--- src/rtl/flash_status_pkg.sv ---
package flash_status_pkg;
  localparam int unsigned STAT_W   = 8;
  localparam int unsigned BIT_BUSY = 0;
  localparam int unsigned BIT_WEL  = 1;
  localparam int unsigned BIT_AAI  = 6;
  localparam int unsigned BIT_LOCK = 7;
  localparam logic [STAT_W-1:0] STAT_RST  = 8'h0C;
  // bits held in the writable protection register
  localparam logic [STAT_W-1:0] PROT_MASK = 8'h8C;
  localparam logic [STAT_W-1:0] LEVEL_MASK = 8'h0C;
  localparam logic [STAT_W-1:0] LOCK_MASK  = 8'h80;

  localparam int unsigned N_CMD = 8;

  // numeric order is priority, higher wins
  typedef enum logic [3:0] {
    CMD_NONE      = 4'd0,
    CMD_SET_WE    = 4'd1,
    CMD_CLR_WE    = 4'd2,
    CMD_STAT_WR   = 4'd3,
    CMD_PROG_BYTE = 4'd4,
    CMD_PROG_AUTO = 4'd5,
    CMD_ERASE_SEC = 4'd6,
    CMD_ERASE_BLK = 4'd7,
    CMD_ERASE_ALL = 4'd8
  } cmd_e;

  function automatic logic is_array_op(cmd_e c);
    return c inside {CMD_PROG_BYTE, CMD_PROG_AUTO, CMD_ERASE_SEC,
                     CMD_ERASE_BLK, CMD_ERASE_ALL};
  endfunction
endpackage

--- src/rtl/flash_cmd_arbiter.sv ---
module flash_cmd_arbiter
  import flash_status_pkg::*;
(
  input  logic [N_CMD:1] req_i,
  output cmd_e           sel_o,
  output logic           any_o
);
  always_comb begin
    sel_o = CMD_NONE;
    for (int i = 1; i <= int'(N_CMD); i++) begin
      if (req_i[i]) sel_o = cmd_e'(4'(i));
    end
  end

  assign any_o = |req_i;
endmodule

--- src/rtl/flash_op_timer.sv ---
module flash_op_timer
  import flash_status_pkg::*;
#(
  parameter int unsigned T_PROG_BYTE = 4,
  parameter int unsigned T_PROG_AUTO = 3,
  parameter int unsigned T_ERASE_SEC = 20,
  parameter int unsigned T_ERASE_BLK = 40,
  parameter int unsigned T_ERASE_ALL = 80,
  localparam int unsigned T_MAX = (T_ERASE_ALL > T_ERASE_BLK) ?
                                  ((T_ERASE_ALL > T_ERASE_SEC) ? T_ERASE_ALL : T_ERASE_SEC) :
                                  ((T_ERASE_BLK > T_ERASE_SEC) ? T_ERASE_BLK : T_ERASE_SEC),
  localparam int unsigned T_TOP = (T_MAX > T_PROG_BYTE && T_MAX > T_PROG_AUTO) ? T_MAX :
                                  ((T_PROG_BYTE > T_PROG_AUTO) ? T_PROG_BYTE : T_PROG_AUTO),
  localparam int unsigned CNT_W = $clog2(T_TOP + 1)
) (
  input  logic clk_i,
  input  logic rst_ni,
  input  logic start_i,
  input  cmd_e op_i,
  output logic busy_o,
  output logic done_o
);
  logic [CNT_W-1:0] cnt_q;
  logic [CNT_W-1:0] load_val;

  always_comb begin
    unique case (op_i)
      CMD_PROG_AUTO: load_val = CNT_W'(T_PROG_AUTO);
      CMD_ERASE_SEC: load_val = CNT_W'(T_ERASE_SEC);
      CMD_ERASE_BLK: load_val = CNT_W'(T_ERASE_BLK);
      CMD_ERASE_ALL: load_val = CNT_W'(T_ERASE_ALL);
      default:       load_val = CNT_W'(T_PROG_BYTE);
    endcase
  end

  always_ff @(posedge clk_i or negedge rst_ni) begin
    if (!rst_ni)                cnt_q <= '0;
    else if (start_i)           cnt_q <= load_val;
    else if (cnt_q != '0)       cnt_q <= cnt_q - 1'b1;
  end

  assign busy_o = (cnt_q != '0);
  assign done_o = (cnt_q == CNT_W'(1));
endmodule

--- src/rtl/flash_status_regs.sv ---
module flash_status_regs
  import flash_status_pkg::*;
(
  input  logic              clk_i,
  input  logic              rst_ni,
  input  logic              idle_i,
  input  logic              done_i,
  input  cmd_e              sel_i,
  input  logic [STAT_W-1:0] data_i,
  input  logic              auto_last_i,
  output logic              wel_o,
  output logic              aai_o,
  output logic [STAT_W-1:0] prot_o
);
  logic              wel_q, aai_q, auto_op_q, last_q;
  logic [STAT_W-1:0] prot_q, wr_mask;

  // level bits writable only while unlocked; lock always writable
  assign wr_mask = prot_q[BIT_LOCK] ? LOCK_MASK : (LOCK_MASK | LEVEL_MASK);

  always_ff @(posedge clk_i or negedge rst_ni) begin
    if (!rst_ni) begin
      wel_q     <= 1'b0;
      aai_q     <= 1'b0;
      auto_op_q <= 1'b0;
      last_q    <= 1'b0;
      prot_q    <= STAT_RST & PROT_MASK;
    end else if (done_i) begin
      if (!(auto_op_q && !last_q)) begin
        wel_q <= 1'b0;
        aai_q <= 1'b0;
      end
    end else if (idle_i) begin
      unique case (sel_i)
        CMD_SET_WE: wel_q <= 1'b1;
        CMD_CLR_WE: begin
          wel_q <= 1'b0;
          aai_q <= 1'b0;
        end
        CMD_STAT_WR: prot_q <= (prot_q & ~wr_mask) | (data_i & wr_mask);
        CMD_PROG_BYTE, CMD_PROG_AUTO, CMD_ERASE_SEC, CMD_ERASE_BLK, CMD_ERASE_ALL: begin
          if (wel_q) begin
            auto_op_q <= (sel_i == CMD_PROG_AUTO);
            last_q    <= auto_last_i;
            if (sel_i == CMD_PROG_AUTO) aai_q <= 1'b1;
          end
        end
        default: ;
      endcase
    end
  end

  assign wel_o  = wel_q;
  assign aai_o  = aai_q;
  assign prot_o = prot_q & PROT_MASK;
endmodule

--- src/rtl/flash_status_ctrl.sv ---
module flash_status_ctrl
  import flash_status_pkg::*;
#(
  parameter int unsigned T_PROG_BYTE = 4,
  parameter int unsigned T_PROG_AUTO = 3,
  parameter int unsigned T_ERASE_SEC = 20,
  parameter int unsigned T_ERASE_BLK = 40,
  parameter int unsigned T_ERASE_ALL = 80
) (
  input  logic       clk_i,
  input  logic       rst_ni,
  input  logic       wr_en_i,
  input  logic       wr_dis_i,
  input  logic       stat_wr_i,
  input  logic [7:0] stat_data_i,
  input  logic       prog_byte_i,
  input  logic       prog_auto_i,
  input  logic       auto_last_i,
  input  logic       erase_sec_i,
  input  logic       erase_blk_i,
  input  logic       erase_all_i,
  output logic [7:0] status_o,
  output logic       write_ok_o,
  output logic       busy_o,
  output logic       cmd_dropped_o
);
  logic [N_CMD:1]    req;
  cmd_e              sel;
  logic              any_req, busy, done, start, wel, aai, drop_q;
  logic [STAT_W-1:0] prot;

  assign req = {erase_all_i, erase_blk_i, erase_sec_i, prog_auto_i,
                prog_byte_i, stat_wr_i, wr_dis_i, wr_en_i};

  flash_cmd_arbiter u_arb (
    .req_i (req),
    .sel_o (sel),
    .any_o (any_req)
  );

  assign start = !busy && wel && is_array_op(sel);

  flash_op_timer #(
    .T_PROG_BYTE (T_PROG_BYTE),
    .T_PROG_AUTO (T_PROG_AUTO),
    .T_ERASE_SEC (T_ERASE_SEC),
    .T_ERASE_BLK (T_ERASE_BLK),
    .T_ERASE_ALL (T_ERASE_ALL)
  ) u_timer (
    .clk_i   (clk_i),
    .rst_ni  (rst_ni),
    .start_i (start),
    .op_i    (sel),
    .busy_o  (busy),
    .done_o  (done)
  );

  flash_status_regs u_regs (
    .clk_i       (clk_i),
    .rst_ni      (rst_ni),
    .idle_i      (!busy),
    .done_i      (done),
    .sel_i       (sel),
    .data_i      (stat_data_i),
    .auto_last_i (auto_last_i),
    .wel_o       (wel),
    .aai_o       (aai),
    .prot_o      (prot)
  );

  always_ff @(posedge clk_i or negedge rst_ni) begin
    if (!rst_ni) drop_q <= 1'b0;
    else         drop_q <= busy && any_req;
  end

  always_comb begin
    status_o           = prot;
    status_o[BIT_BUSY] = busy;
    status_o[BIT_WEL]  = wel;
    status_o[BIT_AAI]  = aai;
  end

  assign write_ok_o    = wel;
  assign busy_o        = busy;
  assign cmd_dropped_o = drop_q;
endmodule

--- config.mk ---
export PLATFORM = sky130hd
export DESIGN_NAME = flash_status_ctrl
export DESIGN_NICKNAME = d
export VERILOG_FILES = /design/src/rtl/flash_status_pkg.sv /design/src/rtl/flash_cmd_arbiter.sv /design/src/rtl/flash_op_timer.sv /design/src/rtl/flash_status_regs.sv /design/src/rtl/flash_status_ctrl.sv
export SDC_FILE = /design/constraint.sdc
export NUM_CORES = 1
export LEC_CHECK = 0
export BUFFER_PORTS_ARGS = -buffer_cell sky130_fd_sc_hd__buf_2
export CORE_MARGIN = 2
export CORE_UTILIZATION = 35
export DETAILED_ROUTE_END_ITERATION = 16
export PLACE_DENSITY = 0.62
export SLEW_MARGIN = 20
export SYNTH_ARGS = -nofsm -noshare
export SYNTH_HDL_FRONTEND = slang
export SYNTH_SLANG_ARGS = --single-unit
--- constraint.sdc ---
create_clock -name clk_i -period 1.7 [get_ports clk_i]
set_input_delay 0.17 -clock clk_i [delete_from_list [all_inputs] [get_ports clk_i]]
set_output_delay 0.17 -clock clk_i [all_outputs]
set_load 0.02 [all_outputs]
==> out/metrics.yaml <==
die_area_um2: 3040
nFillCells: 253
ant_nets: 0
start_util_pct: 36.9
path_cells: "buf_2, or4_4, or3_4, a2111oi_4, mux2_4"
p_total_mw: 0.628
ys.flop_type: "dfrtp_1"
worstSetupPathType: "primary input to flip-flop"
num_rows: 18
fmax_mhz: 592
report.final.hold_viol_count: 0
grt_pass1_wl_um: 3410
ys_seq_area_share_pct: 41.3
drive_above_1_share_pct: 46.4
clock_latency_ns: 0.28
fin_util_pct: 52.3
internal_power_mw: 0.475
max_stage_delay_ns: 0.54
finalSetupViolations: 0
reg2reg_depth: 4
grt_use_met2_pct: 28.4
status: "finished clean"
worst_path_dominant_cell_family: "simple AND/OR/NAND/NOR gates"
cp-start-kind: "primary input"
cts_max_level: 1
drv_slew: 0
numCtsBuffers: 3
synth_area_leaders: "dfrtp_1, mux2_1, dfstp_2"
synth_edf_count: 0
ys_ff_latch: 15
path_depth: 5
fin_crit_ns: 1.69
clockRootBuffer: "clkbuf_4"
synth_area_per_cell_um2: 9.94
p_comb_share_pct: 10.0
busiest_layer: "met2"
drt_iter0_drc: 7
synthTopCellsByCount: "dfrtp_1, a21oi_1, nor2_1"
grt_use_met3_pct: 5.65
wirelength_um: 2250
synth_top_cell_area_share_pct: 35.6
endpoint_kind: "flip-flop"
arrival_ns: 1.91
yosysUniqueCellTypes: 38
gp_congestion: 0.822
grt_pass1_vias: 823
cts.sinks: 15
track_usage_pct: 15.6
coreArea_um2: 2480
critPathBufInv: 1
synth_most_common_cell: "dfrtp_1"
grt-ovfl-total: 0
nets: 160
clockPowerShare_pct: 33.0
pin_count: 30
cts_max_path_buffers: 2
grt_max_degree: 16
cp_max_fo: 2
clk_pin_slew_ns: 0.09
holdPathStages: 2
hp-class: "primary input to flip-flop"
cp_slowest_cell: "or4_4"
rsz0062_at_grt: "true"
drt_drc_violations_left: 0
synth_area_um2: 915
die_height_um: 55.1
io_buffers: 22
p_sw_share_pct: 24.3
drt-wirelength-per-cell_um: 13.4
cts_tree: "built"
place_area_um2: 1180
antenna_found_initial: 0
num_vias: 884
p_leak_nw: 0.610
grt_use_met1_pct: 18.8
power_frac_seq_pct: 57.0
place_hpwl_um: 1670
area_delta_synth_final_pct: 41.6
syn_inst: 92
crit_required_ns: 1.92
maxCapViolCount: 0
fin_area_um2: 1290
vias_per_cell: 5.26
irDropWorstVdd_v: 0.000359
synth.largest_area_cell: "dfrtp_1"
power.density_nw_per_um2: 485
synthArstFlopShare_pct: 100
fin_crit_sh_pct: 99.4
drtPass1Iterations: 4
p_sw_mw: 0.152
clock_skew_ns: 0.00376
yosysWarnings: 0
die-width_um: 55.1
diodes: 0
[cell usage in the layout (no fill, tap or decap), types with 2 or more instances in the layout]
cell type   n
nor2_1      7
mux2_1      3
a21oi_1     7
ha_2        2
inv_2       2
buf_2      20
nor2b_1     2
clkbuf_4    3
dfrtp_1    13
inv_1       3
o21ai_1     4
nand2_1     4
buf_6       3
conb_1      2
o21a_1      2
mux2_4      2
a211oi_1    2
dfstp_2     2
buf_4      22
nand3b_1    3
o21ai_0     2
o31a_1      2
[final cells by class]
| type | count | area (µm²) | area share, % |
|---|---|---|---|
| Multi-Input combinational cell | 67 | 514 | 39.7 |
| Sequential cell | 15 | 378 | 29.2 |
| Timing Repair Buffer | 46 | 309 | 23.9 |
| Tap cell | 30 | 37.5 | 2.90 |
| Inverter | 6 | 30.0 | 2.32 |
| Clock buffer | 4 | 26.3 | 2.03 |
[cells by family after synthesis]
| logic type | share of synthesized area, % |
|---|---|
| simple gates | 17.0 |
| buf+inv | 6.57 |
| fa+ha+maj | 2.74 |
| mux | 7.25 |
| other cells | 0.410 |
| flops | 41.3 |
| compound gates | 24.8 |
[what timing repair did]
| item | 4_1_cts | 5_1_grt |
|---|---|---|
| setup endpoints to repair | 4 | 8 |
| hold endpoints to repair | 13 | 0 |
| hold buffers | 1 | 0 |
| setup buffers | 1 | 4 |
| gates resized for setup | 6 | 11 |
| pin swaps | 3 | 1 |
[power groups by stage]
stage	Combinational, mW	Clock [mW]	Sequential (mW)
floorplan	0.0225	0	0.365
global placement	0.0582	0	0.365
detailed placement	0.0595	0	0.365
CTS	0.0615	0.217	0.358
global route	0.0694	0.236	0.358
finish	0.0627	0.207	0.358
[metrics by stage]
step	hold slack, ns	setup TNS (ns)	std cells	setup WS (ns)
after floorplan	-0.126	-0.138	93	-0.0480
after global placement	0.0920	-0.596	159	-0.181
after detailed placement	0.101	-0.647	159	-0.199
after CTS	0.0914	0	164	0.0312
after global routing	0.0990	-0.112	168	-0.0307
final	0.0979	0	168	0.0103
[per-layer routing]
| layer | vias to the layer above | share of wire [%] |
|---|---|---|
| met5 | - | 0 |
| met4 | 0 | 0 |
| met3 | 0 | 4.7 |
| met2 | 23 | 47 |
| met1 | 427 | 48 |
| li1 | 434 | - |
[path summary, 6_finish.rpt]
| kind | startpoint | endpoint | slack [ns] |
|---|---|---|---|
| max | prog_byte_i | flip-flop | 0.01 |
| min | stat_data_i[7] | u_regs.prot_q[7] | 0.1 |
| max reg2reg | u_timer.cnt_q[6] | flip-flop | 0.03 |
| min in group asynchronous | rst_ni | u_timer.cnt_q[3] | 0.31 |
| max in group asynchronous | rst_ni | async pin | 1.08 |
| min reg2reg | u_regs.last_q | u_regs.last_q | 0.49 |
[worst register-to-register path, cell delays in order, from the launching register on]
cell,delay [ns]
dfrtp_1,0.41
nor3_2,0.25
nand4_1,0.28
a2111oi_4,0.33
mux2_4,0.33
No activity file was read; power rests on OpenSTA's default activity.
